`src/rtl/banked_gpio.sv`:
```
module banked_gpio #(
  parameter int NUM_PINS = 100,
  parameter int ADDR_W   = 9
) (
  input  logic                clk,
  input  logic                rst_n,
  input  logic [ADDR_W-1:0]   bus_addr,
  input  logic                bus_wr,
  input  logic                bus_rd,
  input  logic [31:0]         bus_wdata,
  output logic [31:0]         bus_rdata,
  input  logic [NUM_PINS-1:0] pin_in,
  output logic [NUM_PINS-1:0] pin_out,
  output logic [NUM_PINS-1:0] pin_oe,
  output logic                irq
);
  localparam int NB = (NUM_PINS + 31) / 32;
  localparam int W  = NB * 32;

  function automatic logic [31:0] vmask(int b);
    return (b == NB - 1) ? (32'hFFFF_FFFF >> (W - NUM_PINS)) : 32'hFFFF_FFFF;
  endfunction

  function automatic int grp(int t);
    case (t)
      0: return 'h00;  1: return 'h0C;  2: return 'h18;  3: return 'h24;
      4: return 'h30;  5: return 'h3C;  6: return 'h48;  default: return 'h9C;
    endcase
  endfunction

  function automatic logic [ADDR_W-1:0] ra(int t, int b);
    return ADDR_W'(grp(t) + ((b < 3) ? b * 4 : 'h100 + (b - 3) * 4));
  endfunction

  logic [31:0] dir_q [NB];
  logic [31:0] out_q [NB];
  logic [31:0] ren_q [NB];
  logic [31:0] fen_q [NB];
  logic [31:0] st_q  [NB];
  logic [31:0] msk_q [NB];
  logic [W-1:0] pad, s1, s2, s3, rise, fall, out_flat, oe_flat;
  logic [31:0] rd_val;
  logic        irq_d;

  always_comb begin
    pad = '0;
    pad[NUM_PINS-1:0] = pin_in;
  end

  assign rise = s2 & ~s3;
  assign fall = ~s2 & s3;

  always_ff @(posedge clk or negedge rst_n)
    if (!rst_n) begin
      s1 <= '0; s2 <= '0; s3 <= '0;
    end else begin
      s1 <= pad; s2 <= s1; s3 <= s2;
    end

  always_ff @(posedge clk or negedge rst_n)
    if (!rst_n) begin
      for (int b = 0; b < NB; b++) begin
        dir_q[b] <= '0; out_q[b] <= '0; ren_q[b] <= '0;
        fen_q[b] <= '0; st_q[b]  <= '0; msk_q[b] <= '0;
      end
    end else begin
      for (int b = 0; b < NB; b++) begin
        if (bus_wr && bus_addr == ra(1, b)) dir_q[b] <= bus_wdata & vmask(b);
        if (bus_wr && bus_addr == ra(4, b)) ren_q[b] <= bus_wdata & vmask(b);
        if (bus_wr && bus_addr == ra(5, b)) fen_q[b] <= bus_wdata & vmask(b);
        if (bus_wr && bus_addr == ra(7, b)) msk_q[b] <= bus_wdata & vmask(b);
        if (bus_wr && bus_addr == ra(2, b))
          out_q[b] <= out_q[b] | (bus_wdata & vmask(b));
        else if (bus_wr && bus_addr == ra(3, b))
          out_q[b] <= out_q[b] & ~bus_wdata;
        st_q[b] <= (st_q[b] & ~((bus_wr && bus_addr == ra(6, b)) ? bus_wdata : 32'h0))
                 | (((rise[32*b +: 32] & ren_q[b]) | (fall[32*b +: 32] & fen_q[b])) & vmask(b));
      end
    end

  always_comb begin
    rd_val = '0;
    irq_d  = 1'b0;
    for (int b = 0; b < NB; b++) begin
      out_flat[32*b +: 32] = out_q[b];
      oe_flat[32*b +: 32]  = dir_q[b];
      irq_d = irq_d | (|(st_q[b] & msk_q[b]));
      if (bus_addr == ra(0, b)) rd_val = s2[32*b +: 32] & vmask(b);
      if (bus_addr == ra(1, b)) rd_val = dir_q[b];
      if (bus_addr == ra(4, b)) rd_val = ren_q[b];
      if (bus_addr == ra(5, b)) rd_val = fen_q[b];
      if (bus_addr == ra(6, b)) rd_val = st_q[b];
      if (bus_addr == ra(7, b)) rd_val = msk_q[b];
    end
  end

  assign pin_out = out_flat[NUM_PINS-1:0];
  assign pin_oe  = oe_flat[NUM_PINS-1:0];

  always_ff @(posedge clk or negedge rst_n)
    if (!rst_n) begin
      bus_rdata <= '0;
      irq       <= 1'b0;
    end else begin
      bus_rdata <= bus_rd ? rd_val : 32'h0;
      irq       <= irq_d;
    end
endmodule

```
`config.mk`:
```
export PLATFORM = sky130hd
export DESIGN_NAME = banked_gpio
export DESIGN_NICKNAME = d
export VERILOG_FILES = /design/src/rtl/banked_gpio.sv
export SDC_FILE = /design/constraint.sdc
export NUM_CORES = 1
export LEC_CHECK = 0
export BUFFER_PORTS_ARGS = -buffer_cell sky130_fd_sc_hd__buf_2
export CORE_MARGIN = 5
export CORE_UTILIZATION = 53
export CTS_CLUSTER_SIZE = 40
export DETAILED_ROUTE_END_ITERATION = 10
export GPL_TIMING_DRIVEN = 1
export PLACE_DENSITY = 0.75
export SLEW_MARGIN = 20
export SYNTH_ARGS = -nofsm -noshare
export SYNTH_HDL_FRONTEND = slang
export SYNTH_SLANG_ARGS = --single-unit
```
`constraint.sdc`:
```
create_clock -name clk -period 1.5 [get_ports clk]
set_input_delay 0 -clock clk [delete_from_list [all_inputs] [get_ports clk]]
set_output_delay 0 -clock clk [all_outputs]
set_load 0.02 [all_outputs]
```
==> impl_metrics.csv, run 1 <==
group,metric,value,unit
critical_path,rrSetupSlack,-0.46,ns
place,place_congestion,1.04,
timing,hold_viol_final,0,
global_route,grt_pass1_vias,35900,
place,pre_cts_slack,-0.949,ns
cts,clkTransAtPathRegs,0.07,ns
global_route,grt_max_degree,63,
outcome,status,"finished with violations",
timing,period_share,1.30,
timing,drv_slew,0,
floorplan,die_h,283,um
detailed_routing,vias,35300,
timing,fin_crit,1.96,ns
synthesis,ys_seq_area_frac,0.609,
global_route,grt-ovfl-total,0,
detailed_routing,drtAntennaViolNets,0,
synthesis,synth_top_area_share,0.609,
synthesis,yosysUniqueCellTypes,69,
final_layout,instances_no_fill,5422,
final_layout,fin_nets,4519,
timing,fmax,0.511,GHz
power,total_power,57.9,mW
detailed_routing,totalWireLength,168000,um
cts,htreeDepth,3,
detailed_routing,drt-initial-drc-count,4514,
final_layout,layout-drive-gt1-share,0.415,
place,io_buffer_count,377,
floorplan,pin_count,378,
detailed_routing,drc,0,
cts,clkLatencyLatePin,0.66,ns
detailed_routing,avgViaCountPerCell,6.50,
timing,worst_slack,-0.456,ns
synthesis,ys.flop_type,"dfrtp_1",
floorplan,die_w,283,um
critical_path,cp-endpoint,"bus_rdata[9]$_DFF_PN0_",
critical_path,critPathRequiredTime,2.04,ns
run,max_cap_viol_count,0,
critical_path,timing.rr.end,"bus_rdata[9]$_DFF_PN0_",
cts,cts_tree,"yes",
global_route,use_met1,0.540,
floorplan,dieArea,80000,um2
global_route,grt_pass1_wl,242000,um
critical_path,worstSetupPathType,"reg -> reg",
timing,worstMarginPinSlew,0.720,ns
global_route,busiest_layer,"met2",
place,dp_hpwl,116000,um
critical_path,crit_path_start_kind,"flop",
critical_path,reg2reg_depth,7,
place,place_inst,4993,
critical_path,crit_start,"pin_oe[9]$_DFFE_PN0P_",
synthesis,ys_ff_latch,961,
synthesis,yosys_warnings,0,
synthesis,syn_area,39500,um2
critical_path,critPathCaptureType,"flop",
timing,rsz0062_at_grt,"true",
floorplan,fp-row-count,100,
synthesis,synthArstFlopShare,1.00,
global_route,use_met2,0.633,
global_route,grt.total_usage,0.413,
timing,setup-violations-final,29,
final_layout,area_growth,38.9,%
power,leakage,26.4,nW
synthesis,synth.area.top_cells,"dfrtp_1 (61%), mux2_2 (12%), nand2_1 (4.7%), a22oi_1 (2.4%), o211ai_1 (2.2%)",
cts,cts_sinks,961,
synthesis,yosysTopAreaCell,"dfrtp_1",
global_route,antenna_found_initial,10,
synthesis,synth-edff-count,0,
cts,clk_path_buf_depth,3,
critical_path,r2r-start,"pin_oe[9]$_DFFE_PN0P_",
detailed_routing,routedWlPerCell,31.0,um
outcome,violations,"setup timing",
timing,slew_headroom,0.520,
critical_path,crit_arrival,2.50,ns
synthesis,synth_area_per_cell,12.3,um2
timing,skew,0.0174,ns
floorplan,core_area,74200,um2
hold_path,hold_path.class,"in -> reg",
power,peakVddDrop,1.06,mV
cts,cts_made_buffers,95,
global_route,met3_usage,0.104,
synthesis,syn_inst,3201,
detailed_routing,firstDrtPassIters,8,
floorplan,start_util,0.532,
power,powerDensity,1060,nW/um2
timing,finalSetupTns,-3.51,ns
synthesis,syn_nets,3346,
cts,cts-root-buf,"clkbuf_16",
critical_path,critPathMaxFanout,2,
metrics by stage:
stage	utilization	hold slack (ns)	area (um2)
6_report	0.739	0.0110	54800
5_1_grt	0.739	0.00903	54800
4_1_cts	0.732	0.00303	54300
3_5_place_dp	0.647	-0.0960	48000
3_3_place_gp	0.647	-0.0930	48000
2_1_floorplan	-	-0.296	39800
cells in the mapped netlist, types with 4 or more instances:
cell,n
dfrtp_1,961
nand2_1,490
mux2_2,421
clkbuf_1,146
a22oi_1,124
o211ai_1,115
nand3b_1,99
a22o_1,96
a21oi_1,78
buf_2,76
o21ai_0,72
nor2_1,61
a221oi_1,58
nand3_1,42
o22ai_1,31
a21boi_0,27
nand4_1,23
o221ai_1,22
a31oi_1,21
a211oi_1,18
and3_1,18
a221o_1,17
a222oi_1,12
buf_1,11
nor3_1,11
o21a_1,11
mux2_1,10
nor3_2,8
a211o_1,7
a32oi_1,7
or3_1,7
buf_4,6
inv_1,6
nor3_4,6
nor4_1,6
and2_1,5
and4_1,4
nor4b_2,4
o2111ai_1,4
o21ai_1,4
o22a_1,4
final cells by class:
class	count	area [um2]
antenna	2	5.00
clock buffer	120	2670
clock inverter	54	701
fill	4698	19400
inverter	6	22.5
multi-input combinational	1992	15300
sequential	961	24100
tap	969	1210
timing repair buffer	1318	10900
where the power goes:
part,total [mW],leakage (nW),internal (mW),switching (mW)
logic,4.42,12.5,1.99,2.43
registers,27.6,12.2,26.8,0.830
clock network,25.9,1.67,15.0,10.9
routing by layer:
metal	share of wire	up-vias
met5	0.00024	-
met4	0.072	6
met3	0.11	660
met2	0.45	2526
met1	0.37	17900
li1	-	14200
how the worst min path moves through the flow:
stage | endpoint | start | slack, ns | depth (start not counted)
floorplan | async pin | rst_n | -0.30 | 0
global placement | s1[76]$_DFF_PN0_ | rst_n | -0.09 | 1
detailed placement | async pin | rst_n | -0.1 | 1
CTS | s1[97]$_DFF_PN0_ | pin_in[97] | 0.003 | 2
global route | s1[39]$_DFF_PN0_ | pin_in[39] | 0.009 | 2
finish | s1[39]$_DFF_PN0_ | pin_in[39] | 0.01 | 2
critical path: stages (launching register included):
cell	delay (ns)
dfrtp_1	0.42
a22o_1	0.23
a31oi_1	0.16
nand4_1	0.25
a211oi_2	0.29
buf_4	0.19
o21ai_1	0.08
a32o_1	0.22
cell families after synthesis:
family,synth area share
compound gates,0.140
flops,0.609
buf+inv,0.0271
simple gates,0.101
mux,0.123
timing repair:
item | CTS | global route
setup endpoints to repair | 165 | 178
hold endpoints to repair | 1543 | 0
gates resized for setup | 129 | 92
buffers inserted | 10 | 17
pin swaps | 75 | 73
hold buffers | 233 | 0
layout by cell type, fill, tap and decap left out, drive strengths merged, types with 6 or more instances in the layout:
master	n
clkinv	28
o211ai	115
clkbuf	121
and3	18
buf	1085
o21ai	76
nand4	23
a22oi	124
a221o	17
a21boi	27
nor4b	6
dfrtp	961
or3	7
o221ai	22
nand3	42
nand3b	99
and2	6
mux2	431
a221oi	58
a32oi	7
a211oi	18
o21a	11
a222oi	12
bufinv	13
o22ai	31
nor4	8
nand2	490
nor3	25
a22o	96
a211o	7
a21oi	78
dlygate4sd3	232
inv	15
a31oi	21
nor2	62
Note: power is estimated with default switching activity, not from simulation.
==> run 2, diff against run 1 <==
--- a/config.mk
+++ b/config.mk
@@ -6,11 +6,13 @@
 export NUM_CORES = 1
 export LEC_CHECK = 0
 export BUFFER_PORTS_ARGS = -buffer_cell sky130_fd_sc_hd__buf_2
+export CORE_ASPECT_RATIO = 0.7
 export CORE_MARGIN = 5
 export CORE_UTILIZATION = 53
 export CTS_CLUSTER_SIZE = 40
 export DETAILED_ROUTE_END_ITERATION = 10
 export GPL_TIMING_DRIVEN = 1
+export MAX_ROUTING_LAYER = met4
 export PLACE_DENSITY = 0.75
 export SLEW_MARGIN = 20
 export SYNTH_ARGS = -nofsm -noshare
==> impl_metrics.csv, run 2 (synthesized netlist as in run 1, its figures left out) <==
group,metric,value,unit
detailed_routing,routedWlPerCell,30.0,um
cts,clk_path_buf_depth,3,
critical_path,path_cells,"a22o_1, a221oi_2, nand4_1, nor4_2, buf_4, nand3_2, buf_6",
cts,htreeDepth,3,
timing,drv_slew,0,
floorplan,start_util,0.537,
timing,setup-violations-final,49,
timing,hold_viol_final,0,
place,dp_hpwl,112000,um
power,peakVddDrop,0.831,mV
cts,clkLatencyLatePin,0.68,ns
critical_path,critPathCaptureType,"flop",
detailed_routing,vias,35100,
global_route,antenna_found_initial,11,
outcome,violations,"setup timing",
critical_path,crit_buf_inv,2,
critical_path,cpPeakStageDelay,0.46,ns
critical_path,cp_slowest_cell,"dfrtp_2",
hold_path,hold_path.startpoint,"pin_in[71]",
floorplan,pin_count,378,
cts,clkTransAtPathRegs,0.07,ns
cts,cts-root-buf,"clkbuf_16",
detailed_routing,firstDrtPassIters,9,
global_route,grt-ovfl-total,0,
global_route,grt_pass1_wl,234000,um
critical_path,crit_start,"st_q[51]$_DFF_PN0_",
detailed_routing,drc,0,
cts,cts_made_buffers,88,
final_layout,final_cell_mix,"dfrtp_1 (939), buf_4 (589), nand2_1 (482)",
floorplan,core_area,73500,um2
critical_path,crit_arrival,2.50,ns
detailed_routing,drt-initial-drc-count,5059,
power,powerDensity,1030,nW/um2
timing,fin_crit,1.95,ns
final_layout,mostFrequentLayoutCell,"dfrtp_1",
global_route,grt_pass1_vias,35000,
critical_path,r2r-start,"st_q[51]$_DFF_PN0_",
run,max_cap_viol_count,0,
place,io_buffer_count,377,
detailed_routing,totalWireLength,163000,um
power,leakage,26.4,nW
critical_path,critPathMaxFanout,2,
detailed_routing,drtAntennaViolNets,0,
global_route,grt.total_usage,0.409,
timing,skew,0.0268,ns
cts,cts_sinks,961,
cts,cts_tree,"yes",
place,place_congestion,1.13,
power,total_power,56.8,mW
final_layout,fin_nets,4527,
floorplan,dieArea,80100,um2
hold_path,hold_path.class,"in -> reg",
critical_path,crit_family,"simple AND/OR/NAND/NOR gates",
global_route,grt_max_degree,82,
timing,rsz0062_at_grt,"true",
timing,timing.hold.ws,0.00372,ns
timing,worstMarginPinSlew,0.720,ns
outcome,status,"finished with violations",
floorplan,die_w,336,um
critical_path,critPathRequiredTime,2.05,ns
critical_path,worstSetupPathType,"reg -> reg",
critical_path,crit_path_start_kind,"flop",
timing,fmax,0.513,GHz
detailed_routing,avgViaCountPerCell,6.45,
timing,slew_headroom,0.520,
floorplan,fp-row-count,83,
final_layout,area_growth,39.3,%
final_layout,fillers,4637,
floorplan,die_h,238,um
timing,worst_slack,-0.451,ns
timing,period_share,1.30,
final_layout,layout-drive-gt1-share,0.423,
## run 2: cell count changes in the layout (fill, tap and decap cells not counted), moves of 8 or more
| cell | delta |
|---|---|
| diode_2 | +10 |
| clkinv_2 | -8 |
| buf_6 | +21 |
| a221oi_2 | +8 |
## run 2: repair_timing
item | CTS | global route
pin swaps | 75 | 90
gates cloned | 0 | 5
setup buffers | 14 | 33
endpoints found under the hold margin | 1555 | 33
hold buffers | 234 | 1
endpoints found under the setup margin | 135 | 374
gates resized for setup | 144 | 152
## run 2: stage by stage
stage / area, um2 / instances / worst slack (ns) / utilization / setup TNS, ns
2_1_floorplan: 39800 / 3201 / -0.423 / - / -111.80
3_3_place_gp: 47900 / 4994 / -0.922 / 0.651 / -345.77
3_5_place_dp: 47900 / 4994 / -0.870 / 0.651 / -355.14
4_1_cts: 54000 / 5398 / -0.526 / 0.735 / -2.08
5_1_grt: 55000 / 5444 / -0.440 / 0.748 / -12.94
6_report: 55000 / 5444 / -0.451 / 0.748 / -2.93
## run 2: path summary, 6_finish.rpt
path | to | slack [ns] | depth (start not counted)
worst min register to register | s2[11]$_DFF_PN0_ | 0.34 | 0
worst max register to register | irq$_DFF_PN0_ | -0.45 | 7
worst max-delay path | irq$_DFF_PN0_ | -0.45 | 7
max in group asynchronous | s3[22]$_DFF_PN0_ | 0 | 5
min in group asynchronous | fen_q[2]$_DFFE_PN0P_ | 0.01 | 3
worst min-delay path | s1[71]$_DFF_PN0_ | 0.004 | 2
## run 2: where the power goes
part / internal, mW / switching (mW)
logic: 2.00 / 2.40
registers: 26.8 / 0.841
clock network: 14.3 / 10.5
## run 2: cell type report
| type | count | area, um2 | area share |
|---|---|---|---|
| tap | 977 | 1220 | 0.0222 |
| inverter | 6 | 25.0 | 0.000455 |
| clock inverter | 49 | 711 | 0.0129 |
| timing repair buffer | 1333 | 11100 | 0.201 |
| multi-input combinational | 1992 | 15400 | 0.280 |
| clock buffer | 114 | 2430 | 0.0442 |
| sequential | 961 | 24100 | 0.438 |
| antenna | 12 | 30.0 | 0.000546 |
## run 2: routing by layer
metal | track usage | vias to the layer above | part of all wire
met5 | - | - | 0
met4 | 0.170 | 0 | 0.053
met3 | 0.149 | 595 | 0.14
met2 | 0.581 | 2683 | 0.43
met1 | 0.535 | 17600 | 0.37
li1 | - | 14200 | -
